**src/rtl/hd_uart_pkg.sv**
```systemverilog
package hd_uart_pkg;

    localparam int unsigned OVERSAMPLE = 16;
    localparam int unsigned BYTE_W     = 8;

    localparam logic [2:0] REG_DATA  = 3'd0;
    localparam logic [2:0] REG_CTRL  = 3'd1;
    localparam logic [2:0] REG_DIVLO = 3'd2;
    localparam logic [2:0] REG_DIVHI = 3'd3;
    localparam logic [2:0] REG_STAT  = 3'd4;

    typedef enum logic [1:0] {
        PAR_NONE     = 2'd0,
        PAR_EVEN     = 2'd1,
        PAR_ODD      = 2'd2,
        PAR_NONE_ALT = 2'd3
    } parity_e;

    typedef struct packed {
        logic    two_stop;
        parity_e par;
        logic    tx_req;
    } ctrl_t;

    typedef struct packed {
        logic [BYTE_W-1:0] data;
        logic              perr;
        logic              ferr;
    } rx_word_t;

    typedef enum logic [2:0] {
        FR_IDLE,
        FR_START,
        FR_DATA,
        FR_PAR,
        FR_STOP
    } frame_e;

    function automatic logic par_used(parity_e p);
        return (p == PAR_EVEN) || (p == PAR_ODD);
    endfunction

    function automatic logic par_bit(logic [BYTE_W-1:0] d, parity_e p);
        return (p == PAR_ODD) ? ~^d : ^d;
    endfunction

endpackage

```
**src/rtl/hd_baud_tick.sv**
```systemverilog
module hd_baud_tick #(
    parameter int DIV_W = 16
) (
    input  logic             clk,
    input  logic             rst,
    input  logic [DIV_W-1:0] div,
    output logic             tick
);
    logic [DIV_W-1:0] cnt;

    always_ff @(posedge clk) begin
        if (rst)             cnt <= '0;
        else if (cnt >= div) cnt <= '0;
        else                 cnt <= cnt + 1'b1;
    end

    assign tick = (cnt >= div);
endmodule

```
**src/rtl/hd_txq.sv**
```systemverilog
module hd_txq #(
    parameter int DEPTH = 4,
    parameter int W     = 8,
    localparam int AW   = (DEPTH > 1) ? $clog2(DEPTH) : 1,
    localparam int CW   = $clog2(DEPTH + 1)
) (
    input  logic          clk,
    input  logic          rst,
    input  logic          push,
    input  logic          pop,
    input  logic [W-1:0]  din,
    output logic [W-1:0]  dout,
    output logic          empty,
    output logic [CW-1:0] count
);
    logic [W-1:0]  mem [DEPTH];
    logic [AW-1:0] wp, rp;
    logic          do_push, do_pop;

    function automatic logic [AW-1:0] nxt(logic [AW-1:0] p);
        return (p == AW'(DEPTH - 1)) ? '0 : p + 1'b1;
    endfunction

    assign empty   = (count == '0);
    assign do_push = push && (count != CW'(DEPTH));
    assign do_pop  = pop && !empty;
    assign dout    = mem[rp];

    always_ff @(posedge clk) begin
        if (do_push) mem[wp] <= din;
    end

    always_ff @(posedge clk) begin
        if (rst) begin
            wp    <= '0;
            rp    <= '0;
            count <= '0;
        end else begin
            if (do_push) wp <= nxt(wp);
            if (do_pop)  rp <= nxt(rp);
            case ({do_push, do_pop})
                2'b10:   count <= count + 1'b1;
                2'b01:   count <= count - 1'b1;
                default: count <= count;
            endcase
        end
    end
endmodule

```
**src/rtl/hd_tx_serializer.sv**
```systemverilog
module hd_tx_serializer
    import hd_uart_pkg::*;
(
    input  logic              clk,
    input  logic              rst,
    input  logic              tick,
    input  logic              load,
    input  logic [BYTE_W-1:0] din,
    input  parity_e           par,
    input  logic              two_stop,
    output logic              line,
    output logic              busy
);
    localparam logic [3:0] SUB_LAST = 4'(OVERSAMPLE - 1);

    frame_e            st;
    logic [3:0]        sub;
    logic [2:0]        bitn;
    logic [BYTE_W-1:0] sh;
    logic              pbit, use_par, extra_stop;

    always_ff @(posedge clk) begin
        if (rst) begin
            st         <= FR_IDLE;
            sub        <= '0;
            bitn       <= '0;
            sh         <= '0;
            pbit       <= 1'b0;
            use_par    <= 1'b0;
            extra_stop <= 1'b0;
        end else if (st == FR_IDLE) begin
            if (load) begin
                st         <= FR_START;
                sub        <= '0;
                bitn       <= '0;
                sh         <= din;
                pbit       <= par_bit(din, par);
                use_par    <= par_used(par);
                extra_stop <= two_stop;
            end
        end else if (tick) begin
            sub <= sub + 4'd1;
            if (sub == SUB_LAST) begin
                if (st == FR_START) begin
                    st <= FR_DATA;
                end else if (st == FR_DATA) begin
                    sh   <= sh >> 1;
                    bitn <= bitn + 3'd1;
                    if (bitn == 3'd7) st <= use_par ? FR_PAR : FR_STOP;
                end else if (st == FR_PAR) begin
                    st <= FR_STOP;
                end else if (extra_stop) begin
                    extra_stop <= 1'b0;
                end else begin
                    st <= FR_IDLE;
                end
            end
        end
    end

    always_comb begin
        case (st)
            FR_START: line = 1'b0;
            FR_DATA:  line = sh[0];
            FR_PAR:   line = pbit;
            default:  line = 1'b1;
        endcase
    end

    assign busy = (st != FR_IDLE);
endmodule

```
**src/rtl/hd_rx_sampler.sv**
```systemverilog
module hd_rx_sampler
    import hd_uart_pkg::*;
(
    input  logic     clk,
    input  logic     rst,
    input  logic     tick,
    input  logic     en,
    input  logic     rxd,
    input  parity_e  par,
    input  logic     two_stop,
    output logic     done,
    output rx_word_t word
);
    localparam logic [3:0] SUB_LAST = 4'(OVERSAMPLE - 1);
    localparam logic [3:0] SUB_MID  = 4'(OVERSAMPLE / 2 - 1);

    frame_e            st;
    logic [3:0]        sub;
    logic [2:0]        bitn;
    logic [BYTE_W-1:0] sh;
    logic              perr, ferr, extra_stop, armed;
    parity_e           par_q;

    always_ff @(posedge clk) begin
        if (rst || !en) begin
            st         <= FR_IDLE;
            sub        <= '0;
            bitn       <= '0;
            sh         <= '0;
            perr       <= 1'b0;
            ferr       <= 1'b0;
            extra_stop <= 1'b0;
            armed      <= 1'b0;
            par_q      <= PAR_NONE;
        end else begin
            case (st)
                FR_IDLE: begin
                    if (rxd) armed <= 1'b1;
                    if (tick && !rxd && armed) begin
                        st         <= FR_START;
                        sub        <= '0;
                        armed      <= 1'b0;
                        par_q      <= par;
                        extra_stop <= two_stop;
                    end
                end
                FR_START: if (tick) begin
                    sub <= sub + 4'd1;
                    if (sub == SUB_MID) begin
                        sub <= '0;
                        if (!rxd) begin
                            st   <= FR_DATA;
                            bitn <= '0;
                            perr <= 1'b0;
                            ferr <= 1'b0;
                        end else begin
                            st <= FR_IDLE;
                        end
                    end
                end
                FR_DATA: if (tick) begin
                    sub <= sub + 4'd1;
                    if (sub == SUB_LAST) begin
                        sh   <= {rxd, sh[BYTE_W-1:1]};
                        bitn <= bitn + 3'd1;
                        if (bitn == 3'd7) st <= par_used(par_q) ? FR_PAR : FR_STOP;
                    end
                end
                FR_PAR: if (tick) begin
                    sub <= sub + 4'd1;
                    if (sub == SUB_LAST) begin
                        perr <= (rxd != par_bit(sh, par_q));
                        st   <= FR_STOP;
                    end
                end
                default: if (tick) begin
                    sub <= sub + 4'd1;
                    if (sub == SUB_LAST) begin
                        if (!rxd) ferr <= 1'b1;
                        if (extra_stop) extra_stop <= 1'b0;
                        else            st <= FR_IDLE;
                    end
                end
            endcase
        end
    end

    assign done = en && (st == FR_STOP) && tick && (sub == SUB_LAST) && !extra_stop;
    assign word = '{data: sh, perr: perr, ferr: ferr | !rxd};
endmodule

```
**src/rtl/hd_uart485.sv**
```systemverilog
module hd_uart485
    import hd_uart_pkg::*;
#(
    parameter int               DIV_W       = 16,
    parameter int               TXQ_DEPTH   = 4,
    parameter int               SYNC_STAGES = 2,
    parameter logic [DIV_W-1:0] DIV_RESET   = 1
) (
    input  logic       clk,
    input  logic       rst,
    input  logic       wr_en,
    input  logic       rd_en,
    input  logic [2:0] addr,
    input  logic [7:0] wr_data,
    output logic [7:0] rd_data,
    input  logic       rx_i,
    output logic       tx_o,
    output logic       de_o
);
    localparam int QCW = $clog2(TXQ_DEPTH + 1);

    ctrl_t                  ctrl_q;
    logic [DIV_W-1:0]       div_q;
    logic                   mode_q;
    logic [SYNC_STAGES-1:0] sync_q;
    logic                   rxd;
    logic                   rx_valid_q;
    rx_word_t               rx_q, rx_w;
    logic                   rx_done;
    logic                   tick;
    logic                   tx_line, tx_busy, tx_load;
    logic [BYTE_W-1:0]      q_dout;
    logic                   q_empty, q_full;
    logic [QCW-1:0]         q_cnt;
    logic                   q_push;
    logic [7:0]             status;

    always_ff @(posedge clk) begin
        if (rst) begin
            ctrl_q <= '0;
            div_q  <= DIV_RESET;
        end else if (wr_en) begin
            case (addr)
                REG_CTRL:  ctrl_q <= ctrl_t'(wr_data[3:0]);
                REG_DIVLO: div_q[7:0] <= wr_data;
                REG_DIVHI: div_q[DIV_W-1:8] <= wr_data[DIV_W-9:0];
                default:   ;
            endcase
        end
    end

    always_ff @(posedge clk) begin
        if (rst)                 mode_q <= 1'b0;
        else if (ctrl_q.tx_req)  mode_q <= 1'b1;
        else if (!tx_busy)       mode_q <= 1'b0;
    end

    always_ff @(posedge clk) begin
        if (rst) sync_q <= '1;
        else     sync_q <= {sync_q[SYNC_STAGES-2:0], rx_i};
    end
    assign rxd = sync_q[SYNC_STAGES-1];

    hd_baud_tick #(.DIV_W(DIV_W)) u_tick (
        .clk (clk),
        .rst (rst),
        .div (div_q),
        .tick(tick)
    );

    assign q_push  = wr_en && (addr == REG_DATA);
    assign q_full  = (q_cnt == QCW'(TXQ_DEPTH));
    assign tx_load = mode_q && ctrl_q.tx_req && !q_empty && !tx_busy;

    hd_txq #(.DEPTH(TXQ_DEPTH), .W(BYTE_W)) u_txq (
        .clk  (clk),
        .rst  (rst),
        .push (q_push),
        .pop  (tx_load),
        .din  (wr_data),
        .dout (q_dout),
        .empty(q_empty),
        .count(q_cnt)
    );

    hd_tx_serializer u_tx (
        .clk     (clk),
        .rst     (rst),
        .tick    (tick),
        .load    (tx_load),
        .din     (q_dout),
        .par     (ctrl_q.par),
        .two_stop(ctrl_q.two_stop),
        .line    (tx_line),
        .busy    (tx_busy)
    );

    hd_rx_sampler u_rx (
        .clk     (clk),
        .rst     (rst),
        .tick    (tick),
        .en      (!mode_q),
        .rxd     (rxd),
        .par     (ctrl_q.par),
        .two_stop(ctrl_q.two_stop),
        .done    (rx_done),
        .word    (rx_w)
    );

    always_ff @(posedge clk) begin
        if (rst) begin
            rx_valid_q <= 1'b0;
            rx_q       <= '0;
        end else if (rx_done) begin
            rx_valid_q <= 1'b1;
            rx_q       <= rx_w;
        end else if (rd_en && (addr == REG_DATA)) begin
            rx_valid_q <= 1'b0;
        end
    end

    assign status = {2'b00, mode_q, tx_busy, q_full,
                     rx_q.ferr & rx_valid_q, rx_q.perr & rx_valid_q, rx_valid_q};

    always_comb begin
        case (addr)
            REG_DATA:  rd_data = rx_q.data;
            REG_CTRL:  rd_data = {4'b0000, ctrl_q};
            REG_DIVLO: rd_data = div_q[7:0];
            REG_DIVHI: rd_data = 8'(div_q >> 8);
            REG_STAT:  rd_data = status;
            default:   rd_data = 8'h00;
        endcase
    end

    assign de_o = mode_q;
    assign tx_o = mode_q ? tx_line : 1'b1;
endmodule

```
**config.mk**
```make
export PLATFORM = sky130hd
export DESIGN_NAME = hd_uart485
export DESIGN_NICKNAME = d
export VERILOG_FILES = /design/src/rtl/hd_uart_pkg.sv /design/src/rtl/hd_baud_tick.sv /design/src/rtl/hd_txq.sv /design/src/rtl/hd_tx_serializer.sv /design/src/rtl/hd_rx_sampler.sv /design/src/rtl/hd_uart485.sv
export SDC_FILE = /design/constraint.sdc
export NUM_CORES = 1
export LEC_CHECK = 0
export ABC_AREA = 1
export CAP_MARGIN = 20
export CORE_AREA = 2 2 134 136
export DETAILED_ROUTE_END_ITERATION = 10
export DIE_AREA = 0 0 136 138
export DONT_BUFFER_PORTS = 1
export GPL_ROUTABILITY_DRIVEN = 0
export PLACE_DENSITY_LB_ADDON = 0.2
export SLEW_MARGIN = 40
export SYNTH_ARGS = -nofsm -noshare
export SYNTH_HDL_FRONTEND = slang
export SYNTH_SLANG_ARGS = --single-unit
```
**constraint.sdc**
```tcl
create_clock -name clk -period 2.4 [get_ports clk]
set_input_delay 0.72 -clock clk [delete_from_list [all_inputs] [get_ports clk]]
set_output_delay 0.72 -clock clk [all_outputs]
set_load 0.02 [all_outputs]
```
=== Word-level counts from Yosys, hierarchy flattened ===
Memories as Yosys holds them, arrays and structs flattened. A register that Yosys moved wholly into a read port is not among the register bits.
Cells that the tools add are included.

* Bits in registers: 102
* Word-level logic and storage cells: 243
* RAM bits: 32
* Memories kept: 1
* Input bits: 16
* Bits in latches: 0
* Memory bits (read-only): 0
* Output and inout port bits: 10

* Eq/ne operators: 44
* Reductions and logical operators: 62
* Add/sub/neg operators: 9
* Order comparisons: 1
* Mux-type cells: 89
* Bitwise logic cells: 6
* Div/mod/pow operators: 0
* Shift operators: 0
* $mul: 0

{| class="wikitable"
|+ Memory list
! name !! depth !! bits a word !! rd ports !! clocked after Yosys merged registers in !! wr ports !! RTL line !! source
|-
| u_txq.mem || 4 || 8 || 1 || 1 || 1 || hd_txq.sv:16 || <nowiki>logic [W-1:0] mem [DEPTH];</nowiki>
|}

{| class="wikitable"
|+ Operator list
! kind !! number
|-
| 2-to-1 mux 3 bit || 33
|-
| 2-to-1 mux 8 bit || 6
|-
| case mux 8 bit (5 select lines) || 1
|-
| 2-to-1 mux 1 bit || 29
|-
| 2-to-1 mux 4 bit || 7
|-
| inequality test 2 x 1 -> 1 bit, second input constant || 11
|-
| nonzero test 2 bit || 11
|-
| == test 3 x 2 -> 1 bit, second input constant || 6
|-
| AND reduction 6 bit || 3
|-
| adder 16 x 1 -> 16 bit, second input constant || 1
|-
| >= comparator 16 bit || 1
|-
| XNOR reduction 8 bit || 2
|-
| XOR reduction 8 bit || 2
|-
| == test 3 bit, second input constant || 5
|-
| AND reduction 5 bit || 3
|-
| AND reduction 2 bit || 7
|-
| logical AND 1 bit || 13
|-
| zero test 3 bit || 4
|-
| case mux 3 bit (2 select lines) || 2
|-
| case mux 3 bit (4 select lines) || 1
|-
| AND reduction 11 bit || 1
|-
| == test 2 bit, second input constant || 5
|-
| 2-to-1 mux 2 bit || 5
|-
| inequality test 5 bit, second input constant || 2
|-
| other kinds (25) || 50
|}

=== Logic depth before layout (Yosys ltp) ===
* Depth after elaboration: 7
* Depth in mapped cells: 18
* Depth with buffers taken out: 17

=== Cells and area by module ===
Synthesis repeated with hierarchy kept, for this count alone.

* Cell total of the unflattened synthesis: 951
* Area, all modules: 7288.2 µm²

{| class="wikitable"
|+ By module, submodules not included
! module !! sequential area each (µm²) !! cells an instance !! area each (µm²) !! times used
|-
| hd_uart485 || 680.7 || 251 || 1754.2 || 1
|-
| hd_txq || 1141.1 || 146 || 1697.9 || 1
|-
| hd_rx_sampler || 480.5 || 207 || 1421.4 || 1
|-
| hd_tx_serializer || 420.4 || 185 || 1233.7 || 1
|-
| hd_baud_tick || 320.3 || 162 || 1181.1 || 1
|}

=== Worst setup path after synthesis ===
No wires, ideal clock.

* Path kind: flip-flop to flip-flop
* Start: register mode_q, in the netlist de_o
* End: register u_txq.count[2]
* Setup slack: 156 ps
* Setup time: 122 ps
* Period minus slack after synthesis: 2244 ps
* Stages on the path, launching flop included: 12
* Path buffers: 0
* Arrival: 2122 ps
* Data required time: 2278 ps
* Cell sequence: dfxtp_1 -> a31oi_2 -> nor3_2 -> nand2_2 -> inv_2 -> ha_1 -> inv_1 -> fa_1 -> a21oi_1 -> o21ai_0 -> o21ai_0 -> a21oi_1

* Cells in the longest elaborated chain, start to end: 6
* Elaborated cells on any way between the ends: 8
* Those cells by class: eq/ne (2); mux (1); reduce/logical (5)

{| class="wikitable"
|+ RTL lines
! element !! RTL line !! source
|-
| start: declaration || hd_uart485.sv:24 || <nowiki>logic mode_q;</nowiki>
|-
| start signal: assignment || hd_uart485.sv:53 || <nowiki>if (rst) mode_q <= 1'b0;</nowiki>
|-
| start signal: assignment || hd_uart485.sv:54 || <nowiki>else if (ctrl_q.tx_req) mode_q <= 1'b1;</nowiki>
|-
| start signal: assignment || hd_uart485.sv:55 || <nowiki>else if (!tx_busy) mode_q <= 1'b0;</nowiki>
|-
| logical AND 1 bit (*) (3 in series) || hd_uart485.sv:73 || <nowiki>assign tx_load = mode_q && ctrl_q.tx_req && !q_empty && !tx_busy;</nowiki>
|-
| logical AND 1 bit (*) || hd_txq.sv:26 || <nowiki>assign do_pop = pop && !empty;</nowiki>
|-
| via u_txq.do_pop || hd_txq.sv:18 || <nowiki>logic do_push, do_pop;</nowiki>
|-
| == test 2 x 1 -> 1 bit or == test 2 bit (tied branches) || hd_txq.sv:41 || <nowiki>case ({do_push, do_pop})</nowiki>
|-
| case mux 3 bit (2 select lines) or nonzero test 2 bit (tied branches) || n/a ||
|-
| end signal: assignment || hd_txq.sv:42 || <nowiki>2'b10: count <= count + 1'b1;</nowiki>
|-
| end signal: assignment || hd_txq.sv:43 || <nowiki>2'b01: count <= count - 1'b1;</nowiki>
|-
| end signal: assignment || hd_txq.sv:44 || <nowiki>default: count <= count;</nowiki>
|-
| end: declaration || hd_txq.sv:14 || <nowiki>output logic [CW-1:0] count</nowiki>
|}

Mark *: on every way through the listed nets, which the timed path passes. The rest lies on a longest branch.
A chain may end at the register's enable or synchronous reset.

=== Worst setup path after layout ===
* Start: input addr[1]
* End: output rd_data[3]

* Cells in the longest elaborated chain, start to end: 2
* Elaborated cells on any way between the ends: 6
* Those cells by class: eq/ne (4); mux (1); reduce/logical (1)

{| class="wikitable"
|+ RTL lines
! element !! RTL line !! source
|-
| start: declaration || hd_uart485.sv:13 || <nowiki>input logic [2:0] addr,</nowiki>
|-
| == test 3 bit (tied with other cells) || hd_uart485.sv:126 || <nowiki>case (addr)</nowiki>
|-
| case mux 8 bit (5 select lines) (*) || hd_uart485.sv:126 ||
|-
| end: declaration || hd_uart485.sv:15 || <nowiki>output logic [7:0] rd_data,</nowiki>
|}

Every way passes the cells marked *; elsewhere a longest branch is shown, timed or not.

==> reports/results.tsv <==
stage	metric	value	unit
outcome	result of the run	completed	
yosys	Cells after Synth	875	
pwr	total leakage power	3.33	nW
critical_path	critical path capture point type	output pin	
critical_path	terminus of the critical flop-to-flop path	u_txq.count[2]	
pwr	combinational cell fraction of total power	0.232	
finish	ant diodes	0	
worst_hold_path	Worst Min Path Start	rst	
critical_path	startpoint kind of the worst setup timing path	input pin	
global_routing	global-route wire length before repair	26.2	mm
global_routing	maximum number of pins on one net before global-route repair	33	
floorplanning	total number of placement rows	49	
finish	end-of-flow core utilization	0.456	
finish	Final Instance Count excl. Fillers	1154	
yosys	leading post-synthesis cells by cell area	sky130_fd_sc_hd__dfxtp_1, sky130_fd_sc_hd__edfxtp_1, sky130_fd_sc_hd__nand2_1	
routing	post-detailed-route DRC marker count	0	
global_routing	initial antenna violation count	0	
routing	post-detailed-route count of antenna-violating nets	0	
routing	drt pass-1 iters	4	
yosys	count of flip-flops with a built-in enable after synthesis	32	
routing	number of vias per cell after detailed routing	4.81	
global_routing	routing usage on met2	0.284	
critical_path	worst reg-to-reg setup slack	0.21	ns
run	number of violations of the max-capacitance limit	0	
clock_network	CTS tree	done	
yosys	fraction of registers with async set/reset	0	
critical_path	highest net fanout along the worst path	6	
floorplanning	area of the core region	0.0175	mm²
pwr	part of the power in registers	0.365	
clock_network	clock edge transition at the registers on the reported setup and hold paths	0.06	ns
yosys	area of the mapped netlist	0.00685	mm²
finish	Layout Area Growth over Synthesis	16.9	%
critical_path	Worst EP required	1.68	ns
critical_path	logic depth of the worst register-to-register path	13	
floorplanning	die width	136	µm
yosys	dominant register cell in the synthesized netlist	sky130_fd_sc_hd__dfxtp_1	
global_routing	layer carrying the most global-route usage	met2	
pwr	total chip power	0.00706	W
yosys	mean post-synth cell area	7.82	µm²
sta	RSZ-0062 raised after global routing	true	
global_routing	global route overflow	0	
yosys	biggest area consumer among synthesized cells	sky130_fd_sc_hd__dfxtp_1	
floorplanning	DIE HEIGHT	138	µm
finish	nets	960	
sta	crit path time final	2.34	ns
place	count of buffers inserted at the top-level ports	0	
worst_hold_path	Worst Hold Endpoint	u_txq.wp[0]	
sta	Slew Limit Headroom	0.677	
critical_path	Setup CP Type	in -> out	
floorplanning	effective utilization at floorplan	0.390	
global_routing	global-route track usage on met3	0.0484	
finish	fraction of final layout cells sized beyond drive strength 1	0.150	
pwr	Clock power frac	0.403	
floorplanning	number of I/O pins	26	
clock_network	maximum buffer depth of the clock tree	2	
clock_network	root cell of the clock tree	sky130_fd_sc_hd__clkbuf_16	
sta	Hold Vio Cnt, Final	0	
place	placed cell count	1118	
yosys	Commonest cells post-synth	sky130_fd_sc_hd__nand2_1, sky130_fd_sc_hd__dfxtp_1, sky130_fd_sc_hd__inv_1	
pwr	switching power share of the total	0.310	
sta	Max Freq	428	MHz
sta	final max-slew violation count	0	
global_routing	overall global routing resource usage	0.178	
yosys	flops & latches, synth	136	
yosys	cell with the most instances after synthesis	sky130_fd_sc_hd__nand2_1	
pwr	Psw	0.00219	W
routing	routed vias	5554	
global_routing	GR Util met1	0.239	
sta	transition time at the pin with the least slew margin	0.483	ns
yosys	share of the synthesized area in the top cell type	0.304	
routing	Routed WL	15.9	mm
worst_hold_path	Hold Path Depth	1	
pwr	Max rail drop VDD	0.000543	V
critical_path	worst endpoint data arrival time	1.62	ns
floorplanning	area of the die	0.0188	mm²
routing	average detailed-routed wire length per instance	13.7	µm
worst_hold_path	hold crit path type	in -> reg	
clock_network	post-cts hold buffer count	0	
place	placed wire-length estimate after detailed placement	11.7	mm
yosys	synthesis warning total	0	
yosys	post-synthesis sequential area ratio	0.445	
clock_network	total clock buffers created by CTS	17	
clock_network	later-pin clock latency in the skew report	0.42	ns
yosys	number of unique standard cell types used by synthesis	45	
critical_path	FF-to-FF Start	u_txq.count[0]	
clock_network	H-tree level count	4	
sta	setup TNS	0	ns
sta	Final setup viols	0	
pwr	design internal power	0.00487	W
global_routing	vias in the first global route	5211	
finish	Fill cells	1795	
pwr	power density cells	882	mW/mm²
routing	drt initial violations	311	
yosys	Post-Synthesis Net Count	923	
sta	worst-case clock skew	0.0100	ns
clock_network	sink count of the clock tree	136	
sta	Final period util	0.974	
==> power groups by stage <==
| stage | Combinational (W) | Clock (W) | Sequential, W |
|---|---|---|---|
| final | 0.00164 | 0.00284 | 0.00258 |
| after global routing | 0.00190 | 0.00299 | 0.00260 |
| after floorplan | 0.00128 | 0 | 0.00260 |
| after global placement | 0.00157 | 0 | 0.00262 |
| after CTS | 0.00160 | 0.00290 | 0.00257 |
| after detailed placement | 0.00159 | 0 | 0.00262 |
==> critical path, cell delays in order <==
cell and delay [ns]:
sky130_fd_sc_hd__inv_1 0.02, sky130_fd_sc_hd__nor2_1 0.11, sky130_fd_sc_hd__nand2_1 0.10, sky130_fd_sc_hd__buf_4 0.17
sky130_fd_sc_hd__o2111ai_1 0.28, sky130_fd_sc_hd__buf_4 0.21
==> cells by family (layout without fill, tap and decap cells) <==
kind of cell,Yosys count,count (layout),synth area share
buffers and inverters,132,182,0.0795
adders and majority gates,32,32,0.0596
DFF,136,136,0.445
xor gates and xnor gates,16,16,0.0205
and+or+nand+nor,392,392,0.250
AOI/OAI and AO/OA,167,167,0.145
==> routing by layer <==
| layer | share of wire | vias up | wire, µm |
|---|---|---|---|
| met1 | 0.48 | 2533 | 7680 |
| met4 | 0.0052 | 0 | 82 |
| met5 | 0 | - | 0 |
| li1 | - | 2947 | - |
| met3 | 0.044 | 5 | 702 |
| met2 | 0.47 | 69 | 7400 |
==> how the worst max path moves through the flow <==
stage,end,start,cells past startpoint,slack [ns]
after CTS,tx_o,u_tx.st[2],8,0.03
after global placement,rd_data[3],addr[1],6,0.07
after detailed placement,rd_data[3],addr[1],6,0.08
after floorplan,u_txq.count[2],de_o,11,0.16
final,rd_data[3],addr[1],6,0.06
after global routing,u_txq.count[2],u_txq.count[1],13,0.0002
==> sequential cells by signal (all words and copies together), names as in the netlist, 2 cells and up, named ones only <==
register and cells:
u_txq.mem 32, div_q 16, u_tick.cnt 16, rx_q 10, u_rx.sh 8, u_tx.sh 8
ctrl_q 4, u_rx.sub 4, u_tx.sub 4, u_rx.bitn 3, u_rx.st 3, u_tx.bitn 3
u_tx.st 3, u_txq.count 3, sync_q 2, u_rx.par_q 2, u_txq.rp 2, u_txq.wp 2
==> stage by stage <==
| stage | instance area, µm² | hold slack [ns] | setup slack, ns |
|---|---|---|---|
| 6_report | 8000 | 0.375 | 0.0626 |
| 5_1_grt | 8000 | 0.346 | 0.000221 |
| 4_1_cts | 7930 | 0.348 | 0.0332 |
| 3_5_place_dp | 7290 | 0.395 | 0.0820 |
| 3_3_place_gp | 7290 | 0.395 | 0.0727 |
| 2_1_floorplan | 6850 | 0.389 | 0.156 |
==> cells in the final DEF, fill, tap and decap left out, types with 8 or more instances in the layout <==
master,synthesis,layout
sky130_fd_sc_hd__dfxtp_1,104,102
sky130_fd_sc_hd__nand3_1,42,42
sky130_fd_sc_hd__a21oi_1,65,65
sky130_fd_sc_hd__inv_2,6,9
sky130_fd_sc_hd__edfxtp_1,32,32
sky130_fd_sc_hd__o21ai_0,57,55
sky130_fd_sc_hd__nand4_1,8,8
sky130_fd_sc_hd__a21oi_2,11,11
sky130_fd_sc_hd__inv_1,101,98
sky130_fd_sc_hd__ha_1,31,31
sky130_fd_sc_hd__clkbuf_16,0,17
sky130_fd_sc_hd__buf_4,3,40
sky130_fd_sc_hd__xor2_1,9,9
sky130_fd_sc_hd__a211oi_1,10,10
sky130_fd_sc_hd__nand2_2,18,17
sky130_fd_sc_hd__nand2_1,205,204
sky130_fd_sc_hd__nor2_1,90,87
==> repair_timing <==
item,CTS,global route
resized for setup,3,16
buffers inserted,1,3
endpoints found under the setup margin,1,18
pin swaps,1,2
==> area by class of cell <==
class	instances	area, µm²	area share
sequential	136	3050	0.381
tap	229	287	0.0358
inverter	109	409	0.0511
clock buffer	20	437	0.0546
multi-input combinational	607	3300	0.413
clock inverter	12	199	0.0249
timing repair buffer	41	320	0.0400
Power figures use the tool's default switching activity.
